`config.mk`:
```
export PLATFORM = sky130hd
export DESIGN_NAME = burst_rd_master
export DESIGN_NICKNAME = d
export VERILOG_FILES = /design/src/rtl/brm_pkg.sv /design/src/rtl/brm_rd_fifo.sv /design/src/rtl/brm_cycle_ctr.sv /design/src/rtl/brm_addr_seq.sv /design/src/rtl/burst_rd_master.sv
export SDC_FILE = /design/constraint.sdc
export NUM_CORES = 1
export LEC_CHECK = 0
export BUFFER_PORTS_ARGS = -buffer_cell sky130_fd_sc_hd__buf_2
export CAP_MARGIN = 0
export CORE_UTILIZATION = 25
export DETAILED_ROUTE_END_ITERATION = 10
export SLEW_MARGIN = 20
export SYNTH_ARGS = -nofsm -noshare
export SYNTH_HDL_FRONTEND = slang
export SYNTH_HIERARCHICAL = 1
export SYNTH_SLANG_ARGS = --single-unit
```
`constraint.sdc`:
```
create_clock -name clk -period 4.6 [get_ports clk]
set_input_delay 0.46 -clock clk [delete_from_list [all_inputs] [get_ports clk]]
set_output_delay 0.46 -clock clk [all_outputs]
set_load 0.005 [all_outputs]
```
`src/rtl/brm_pkg.sv`:
```
// Shared encodings for the sequential read master.
// Assumes the bus transfer-type and burst-type codes of AHB.
package brm_pkg;

    typedef enum logic [1:0] {
        TR_IDLE   = 2'b00,
        TR_BUSY   = 2'b01,
        TR_NONSEQ = 2'b10,
        TR_SEQ    = 2'b11
    } trans_t;

    localparam logic [2:0] BURST_SINGLE = 3'b000;
    localparam logic [2:0] BURST_INCR   = 3'b001;

endpackage

```
`src/rtl/brm_rd_fifo.sv`:
```
// Read-data buffer between the bus data phase and the output stream.
// Assumes DEPTH is a power of two and at least 2. The producer never pushes
// when the buffer is full, because issue is gated on lvl_next_o.
module brm_rd_fifo #(
    parameter int DATA_W = 32,
    parameter int DEPTH  = 4,
    localparam int PTR_W = $clog2(DEPTH),
    localparam int LVL_W = $clog2(DEPTH + 1)
) (
    input  logic              clk,
    input  logic              rst_n,
    input  logic              push_i,
    input  logic [DATA_W-1:0] din_i,
    input  logic              pop_i,
    output logic [DATA_W-1:0] dout_o,
    output logic              valid_o,
    output logic [LVL_W-1:0]  lvl_next_o
);

    logic [DATA_W-1:0] mem_q [DEPTH];
    logic [PTR_W-1:0]  wp_q, rp_q;
    logic [LVL_W-1:0]  lvl_q;

    // Occupancy after this edge, used by the issue gate.
    always_comb begin
        lvl_next_o = lvl_q + LVL_W'(push_i) - LVL_W'(pop_i);
    end

    // Storage write; no reset needed on the data array.
    always_ff @(posedge clk) begin
        if (push_i) begin
            mem_q[wp_q] <= din_i;
        end
    end

    // Pointer and occupancy update.
    always_ff @(posedge clk) begin
        if (!rst_n) begin
            wp_q  <= '0;
            rp_q  <= '0;
            lvl_q <= '0;
        end else begin
            if (push_i) wp_q <= wp_q + 1'b1;
            if (pop_i)  rp_q <= rp_q + 1'b1;
            lvl_q <= lvl_next_o;
        end
    end

    assign valid_o = (lvl_q != '0);
    assign dout_o  = mem_q[rp_q];

endmodule

```
`src/rtl/brm_cycle_ctr.sv`:
```
// Performance counter: counts from the first cycle that shows the first
// NONSEQ of a block through the cycle of its final data phase.
// Assumes clear_i pulses when a block is accepted, before its first NONSEQ.
module brm_cycle_ctr #(
    parameter int PERF_W = 32
) (
    input  logic              clk,
    input  logic              rst_n,
    input  logic              clear_i,
    input  logic              nonseq_i,
    input  logic              stop_i,
    output logic [PERF_W-1:0] count_o
);

    logic seen_q, run_q;
    logic counting;

    // A cycle counts if the window is open or this is its opening cycle.
    always_comb begin
        counting = run_q || (!seen_q && nonseq_i);
    end

    // Window control and count.
    always_ff @(posedge clk) begin
        if (!rst_n) begin
            seen_q  <= 1'b0;
            run_q   <= 1'b0;
            count_o <= '0;
        end else if (clear_i) begin
            seen_q  <= 1'b0;
            run_q   <= 1'b0;
            count_o <= '0;
        end else begin
            if (counting) count_o <= count_o + 1'b1;
            if (!seen_q && nonseq_i) begin
                seen_q <= 1'b1;
                run_q  <= !stop_i;
            end else if (stop_i) begin
                run_q <= 1'b0;
            end
        end
    end

endmodule

```
`src/rtl/brm_addr_seq.sv`:
```
// Address-phase and data-phase sequencer of the read master.
// Shows one transfer type per cycle and advances only on HREADY-high edges.
// It tracks the single outstanding data phase and ends the block normally
// or on ERROR. Assumes a word-aligned start address and a slave that gives
// the two-cycle ERROR response.
module brm_addr_seq
    import brm_pkg::*;
#(
    parameter int ADDR_W     = 32,
    parameter int CNT_W      = 8,
    parameter int BEAT_BYTES = 4,
    parameter int DEPTH      = 4,
    parameter int LVL_W      = 3
) (
    input  logic              clk,
    input  logic              rst_n,
    input  logic              start_i,
    input  logic [ADDR_W-1:0] addr_i,
    input  logic [CNT_W-1:0]  count_i,
    input  logic              burst_mode_i,
    input  logic              stall_i,
    input  logic              hready_i,
    input  logic              hresp_i,
    input  logic [LVL_W-1:0]  fifo_next_i,
    output logic [ADDR_W-1:0] haddr_o,
    output logic [1:0]        htrans_o,
    output logic [2:0]        hburst_o,
    output logic              push_o,
    output logic              active_o,
    output logic              done_o,
    output logic              err_o,
    output logic              last_o,
    output logic              take_o
);

    localparam int NEED_W = LVL_W + 2;

    logic              active_q, started_q, mode_q, dphase_q, done_q, err_q;
    logic [CNT_W-1:0]  issue_left_q, data_left_q;
    logic [ADDR_W-1:0] addr_q;
    trans_t            trans_q;
    logic [2:0]        burst_q;

    logic              accept, beat_ok, beat_err, err_first, in_burst, go;
    logic [CNT_W-1:0]  issue_after;
    logic [NEED_W-1:0] need;

    // Edge events decoded from the bus and the pending data phase.
    always_comb begin
        accept      = hready_i && (trans_q == TR_NONSEQ || trans_q == TR_SEQ);
        beat_ok     = hready_i && dphase_q && !hresp_i;
        beat_err    = hready_i && dphase_q && hresp_i;
        err_first   = !hready_i && dphase_q && hresp_i;
        issue_after = issue_left_q - CNT_W'(accept);
        in_burst    = mode_q && (started_q || accept);
        take_o      = start_i && !active_q && hready_i && (count_i != '0);
        last_o      = (beat_ok && data_left_q == CNT_W'(1)) || beat_err;
    end

    // Issue gate: buffer room for every beat in flight plus the next one.
    always_comb begin
        need = NEED_W'(fifo_next_i) + NEED_W'(accept) + NEED_W'(1);
        go   = !stall_i && (need <= NEED_W'(DEPTH));
    end

    // Main sequencing register set.
    always_ff @(posedge clk) begin
        if (!rst_n) begin
            active_q     <= 1'b0;
            started_q    <= 1'b0;
            mode_q       <= 1'b0;
            dphase_q     <= 1'b0;
            done_q       <= 1'b0;
            err_q        <= 1'b0;
            issue_left_q <= '0;
            data_left_q  <= '0;
            addr_q       <= '0;
            trans_q      <= TR_IDLE;
            burst_q      <= BURST_SINGLE;
        end else begin
            done_q <= 1'b0;
            if (take_o) begin
                active_q     <= 1'b1;
                started_q    <= 1'b0;
                mode_q       <= burst_mode_i;
                err_q        <= 1'b0;
                issue_left_q <= count_i;
                data_left_q  <= count_i;
                addr_q       <= addr_i;
            end else if (active_q && hready_i) begin
                dphase_q <= accept && !last_o;
                if (accept) begin
                    addr_q       <= addr_q + ADDR_W'(BEAT_BYTES);
                    issue_left_q <= issue_after;
                    started_q    <= 1'b1;
                end
                if (beat_ok) data_left_q <= data_left_q - 1'b1;
                if (last_o) begin
                    active_q <= 1'b0;
                    done_q   <= 1'b1;
                    trans_q  <= TR_IDLE;
                    if (beat_err) err_q <= 1'b1;
                end else if (issue_after == '0) begin
                    trans_q <= TR_IDLE;
                end else if (go) begin
                    trans_q <= in_burst ? TR_SEQ : TR_NONSEQ;
                    burst_q <= mode_q ? BURST_INCR : BURST_SINGLE;
                end else begin
                    trans_q <= in_burst ? TR_BUSY : TR_IDLE;
                end
            end else if (active_q && err_first) begin
                trans_q      <= TR_IDLE;
                issue_left_q <= '0;
            end
        end
    end

    assign haddr_o  = addr_q;
    assign htrans_o = trans_q;
    assign hburst_o = burst_q;
    assign push_o   = beat_ok;
    assign active_o = active_q;
    assign done_o   = done_q;
    assign err_o    = err_q;

endmodule

```
`src/rtl/burst_rd_master.sv`:
```
// Top of the sequential read master: joins the sequencer, the read buffer
// and the performance counter, and ties off the fixed bus controls.
// Assumes DATA_W is a power-of-two number of bytes and FIFO_DEPTH >= 3 for
// full-rate bursts.
module burst_rd_master
    import brm_pkg::*;
#(
    parameter int ADDR_W     = 32,
    parameter int DATA_W     = 32,
    parameter int CNT_W      = 8,
    parameter int FIFO_DEPTH = 4,
    parameter int PERF_W     = 32
) (
    input  logic              clk,
    input  logic              rst_n,
    input  logic              start,
    input  logic [ADDR_W-1:0] start_addr,
    input  logic [CNT_W-1:0]  word_cnt,
    input  logic              burst_mode,
    input  logic              stall,
    output logic              busy,
    output logic              done,
    output logic              err_flag,
    output logic [PERF_W-1:0] cyc_count,
    output logic [ADDR_W-1:0] haddr,
    output logic [1:0]        htrans,
    output logic [2:0]        hburst,
    output logic [2:0]        hsize,
    output logic              hwrite,
    input  logic              hready,
    input  logic              hresp,
    input  logic [DATA_W-1:0] hrdata,
    output logic              rd_valid,
    output logic [DATA_W-1:0] rd_data,
    input  logic              rd_ready
);

    localparam int BEAT_BYTES = DATA_W / 8;
    localparam int LVL_W      = $clog2(FIFO_DEPTH + 1);

    logic             push, pop, last, take;
    logic [LVL_W-1:0] lvl_next;

    // Stream handshake completes a pop.
    always_comb begin
        pop = rd_valid && rd_ready;
    end

    brm_addr_seq #(
        .ADDR_W(ADDR_W), .CNT_W(CNT_W), .BEAT_BYTES(BEAT_BYTES),
        .DEPTH(FIFO_DEPTH), .LVL_W(LVL_W)
    ) i_seq (
        .clk(clk), .rst_n(rst_n), .start_i(start), .addr_i(start_addr),
        .count_i(word_cnt), .burst_mode_i(burst_mode), .stall_i(stall),
        .hready_i(hready), .hresp_i(hresp), .fifo_next_i(lvl_next),
        .haddr_o(haddr), .htrans_o(htrans), .hburst_o(hburst),
        .push_o(push), .active_o(busy), .done_o(done), .err_o(err_flag),
        .last_o(last), .take_o(take)
    );

    brm_rd_fifo #(.DATA_W(DATA_W), .DEPTH(FIFO_DEPTH)) i_fifo (
        .clk(clk), .rst_n(rst_n), .push_i(push), .din_i(hrdata),
        .pop_i(pop), .dout_o(rd_data), .valid_o(rd_valid),
        .lvl_next_o(lvl_next)
    );

    brm_cycle_ctr #(.PERF_W(PERF_W)) i_ctr (
        .clk(clk), .rst_n(rst_n), .clear_i(take),
        .nonseq_i(htrans == TR_NONSEQ), .stop_i(last), .count_o(cyc_count)
    );

    assign hsize  = 3'($clog2(BEAT_BYTES));
    assign hwrite = 1'b0;

endmodule

```
==> summary.txt <==
status: completed
Worst Skew: 9.042 ps
CP Capture Type: output port
cells after synthesis: 804
First DRT Iteration DRCs: 325
worst-path cell chain: buf_4 > mux4_1 > buf_2
largest net degree at the start of global routing: 61
height of the die: 201.8 um
CTS clk-pin slew, worst paths: 60 ps
top-count cell post-synth: edfxtp_1
ys flop type: edfxtp_1
design area: 12,280 um^2
Filler cells: 3,919
Pwr per Cell Area: 433.2 nW/um^2
H-tree lvl count: 1
post-synth top area share: 0.3850
leakage: 4.425 nW
total track usage: 0.1194
commonest cells in the synthesized netlist: edfxtp_1 (128), dfxtp_1 (100), nor2_1 (51)
share of cells above drive strength 1: 0.2843
max frequency: 331.7 MHz
vias per cell: 4.762
number of synthesized flops with an enable pin: 128
row cnt: 72
Die Area: 40,740 um^2
Clk Latency, worst-skew pair: 550 ps
area grow syn2layout: 23.03%
Root Driver: clkbuf_16
first-pass GRT wire length: 38,770 um
Port Buffers: 182
max_cap viols: 0
vias in the first global route: 6,923
CP Data Arrival Time: 2560 ps
grt total ovfl: 0
Hold Buf Count CTS: 0
RSZ-0062 raised after global routing: no
minimum clock period: 3015 ps
DRC errors left: 0
flops & latches, synth: 228
leading area contributor after synthesis: edfxtp_1
Slew HR: 0.3240
Async SR Flop Fraction: 0
gpl congestion: 0.7894
Ys Warns: 6
syn_area_per_cell: 12.42 um^2
first-pass detailed-route iteration total: 5
Antenna Violating Nets Remaining: 0
period utilization: 0.6555
class of the worst hold path: in -> reg
Die X-Extent: 201.8 um
Worst-Margin Slew: 1008 ps
Ports: 189
Startpoint Class: flip-flop
post-synth cell types: 72
post-cts resize count: 0
Mapped Area: 9985 um^2
endpoints failing setup: 0
Max VDD drop: 0.2226 mV
worst setup path class: reg -> out
clock tree sinks: 228
total routed wirelength: 24,950 um
setup tns final: 0 ps
CTS tree: built
Critical Path Max Stage Delay: 860 ps
routed len/inst: 16.43 um
Initial Util: 0.2560
Synth area leaders: edfxtp_1 (38%), dfxtp_1 (20%), mux4_2 (6.8%)
initial antenna violation count: 3
final slew viol count: 0
postcts setup bufs: 0
Core Area: 39,010 um^2
crit-path max FO: 21
WP data required: 4140 ps
HPWL Detailed: 16,680 um
Seq/Total Area, Yosys: 0.5855
CTS Buf Count: 27
# nets final: 1,073
Post-Place Cell Area: 11,320 um^2
DR vias: 7,229
Slowest cell on crit path: dfxtp_2
endpoints failing hold: 0
clock buffer depth: 3
-- routing by layer --
metal	track usage	up-vias	share of wire
li1	-	3410	-
met1	0.1612	3521	0.46
met2	0.1861	241	0.44
met3	0.03096	53	0.068
met4	0.03815	4	0.032
met5	0	-	0.00088
-- layout make-up --
cell class              instances  area [um^2]  share of cell area
flip-flops and latches        228         5847              0.4760
multi-input cells             510         3786              0.3082
repair buffers                190        970.9             0.07904
clock buffers                  36        729.5             0.05938
well taps                     518        648.1             0.05276
clock inverters                14        221.5             0.01803
inverters                      21        78.83            0.006417
diodes                          1        2.502           0.0002037
-- power breakdown --
part | leakage, nW | internal, W | switching, W
Combinational | 2.00 | 0.000409 | 0.000341
Clock | 0.458 | 0.00141 | 0.000861
Sequential | 1.96 | 0.00220 | 0.000103
-- kinds of logic after synthesis --
| kind of cell | share of synthesized area |
|---|---|
| multiplexers | 0.08296 |
| adder cells (fa/ha/maj) | 0.01955 |
| buffers and inverters | 0.03809 |
| other | 0.001128 |
| AND/OR/NAND/NOR | 0.1410 |
| XOR/XNOR | 0.03559 |
| flip-flops | 0.5855 |
| AO/OA/AOI/OAI | 0.09624 |
-- worst max-delay path: cells and delay by family, from the launching register on --
family	cells	cell delay (ps)
buf+inv	2	540
flops	1	860
mux	1	590
-- metrics by stage --
stage | total power (W) | hold WS (ps) | utilization | setup slack (ps) | cells
after floorplan | 0.002890 | 432.6 | - | 1817 | 807
after global placement | 0.003109 | 442.6 | 0.2903 | 1674 | 1467
after detailed placement | 0.003115 | 456.1 | 0.2903 | 1672 | 1467
after CTS | 0.005413 | 96.28 | 0.3146 | 1455 | 1517
after global routing | 0.005571 | 105.4 | 0.3149 | 1382 | 1518
final | 0.005321 | 125.9 | 0.3149 | 1585 | 1518
-- sequential cells by signal, indices dropped and copies added, names as in the netlist, 2 cells and up, named ones only --
register and count:
i_ctr/count_o 32, i_fifo/rp_q 2, i_fifo/wp_q 2, i_seq/data_left_q 8, i_seq/issue_left_q 8, i_fifo/lvl_q 3
i_fifo/mem_q 128, i_seq/htrans_o 2, i_seq/haddr_o 32
-- cell usage in the layout (no fill, tap or decap), types with 5 or more instances in the layout --
master / netlist / layout
xnor2_1: 17 / 17
o21a_1: 6 / 6
bufinv_16: 0 / 5
and3_1: 12 / 12
dfxtp_1: 100 / 99
o31ai_1: 13 / 13
o21ai_0: 30 / 30
inv_1: 20 / 19
nor4_1: 12 / 12
o211ai_1: 6 / 6
nand3_1: 26 / 26
nand2_1: 49 / 49
nand4_1: 21 / 21
conb_1: 3 / 6
nand2b_1: 8 / 7
buf_2: 11 / 182
xor2_1: 21 / 21
edfxtp_1: 128 / 128
a21oi_1: 47 / 47
buf_4: 7 / 8
clkbuf_16: 0 / 27
nor2_1: 51 / 51
and2_1: 11 / 11
ha_1: 14 / 14
a31oi_1: 6 / 6
nor3_1: 17 / 17
or4_1: 12 / 12
and4_1: 5 / 5
mux4_2: 30 / 30
clkbuf_1: 23 / 7
mux2i_1: 10 / 10
or3_1: 10 / 10
a211oi_1: 7 / 7
-- path summary, 6_finish.rpt --
path                                   startpoint                  end  slack [ps]  cells after the start
worst max register to register    i_fifo/lvl_q[1]    i_seq/hburst_o[0]        1680                     11
worst min-delay path                   hrdata[25]  i_fifo/mem_q[0][25]         130                      1
worst min register to register  i_seq/hburst_o[0]    i_seq/hburst_o[0]         460                      2
worst max-delay path                    flip-flop           rd_data[0]        1580                      3
Note: power is estimated with default switching activity, not from simulation.
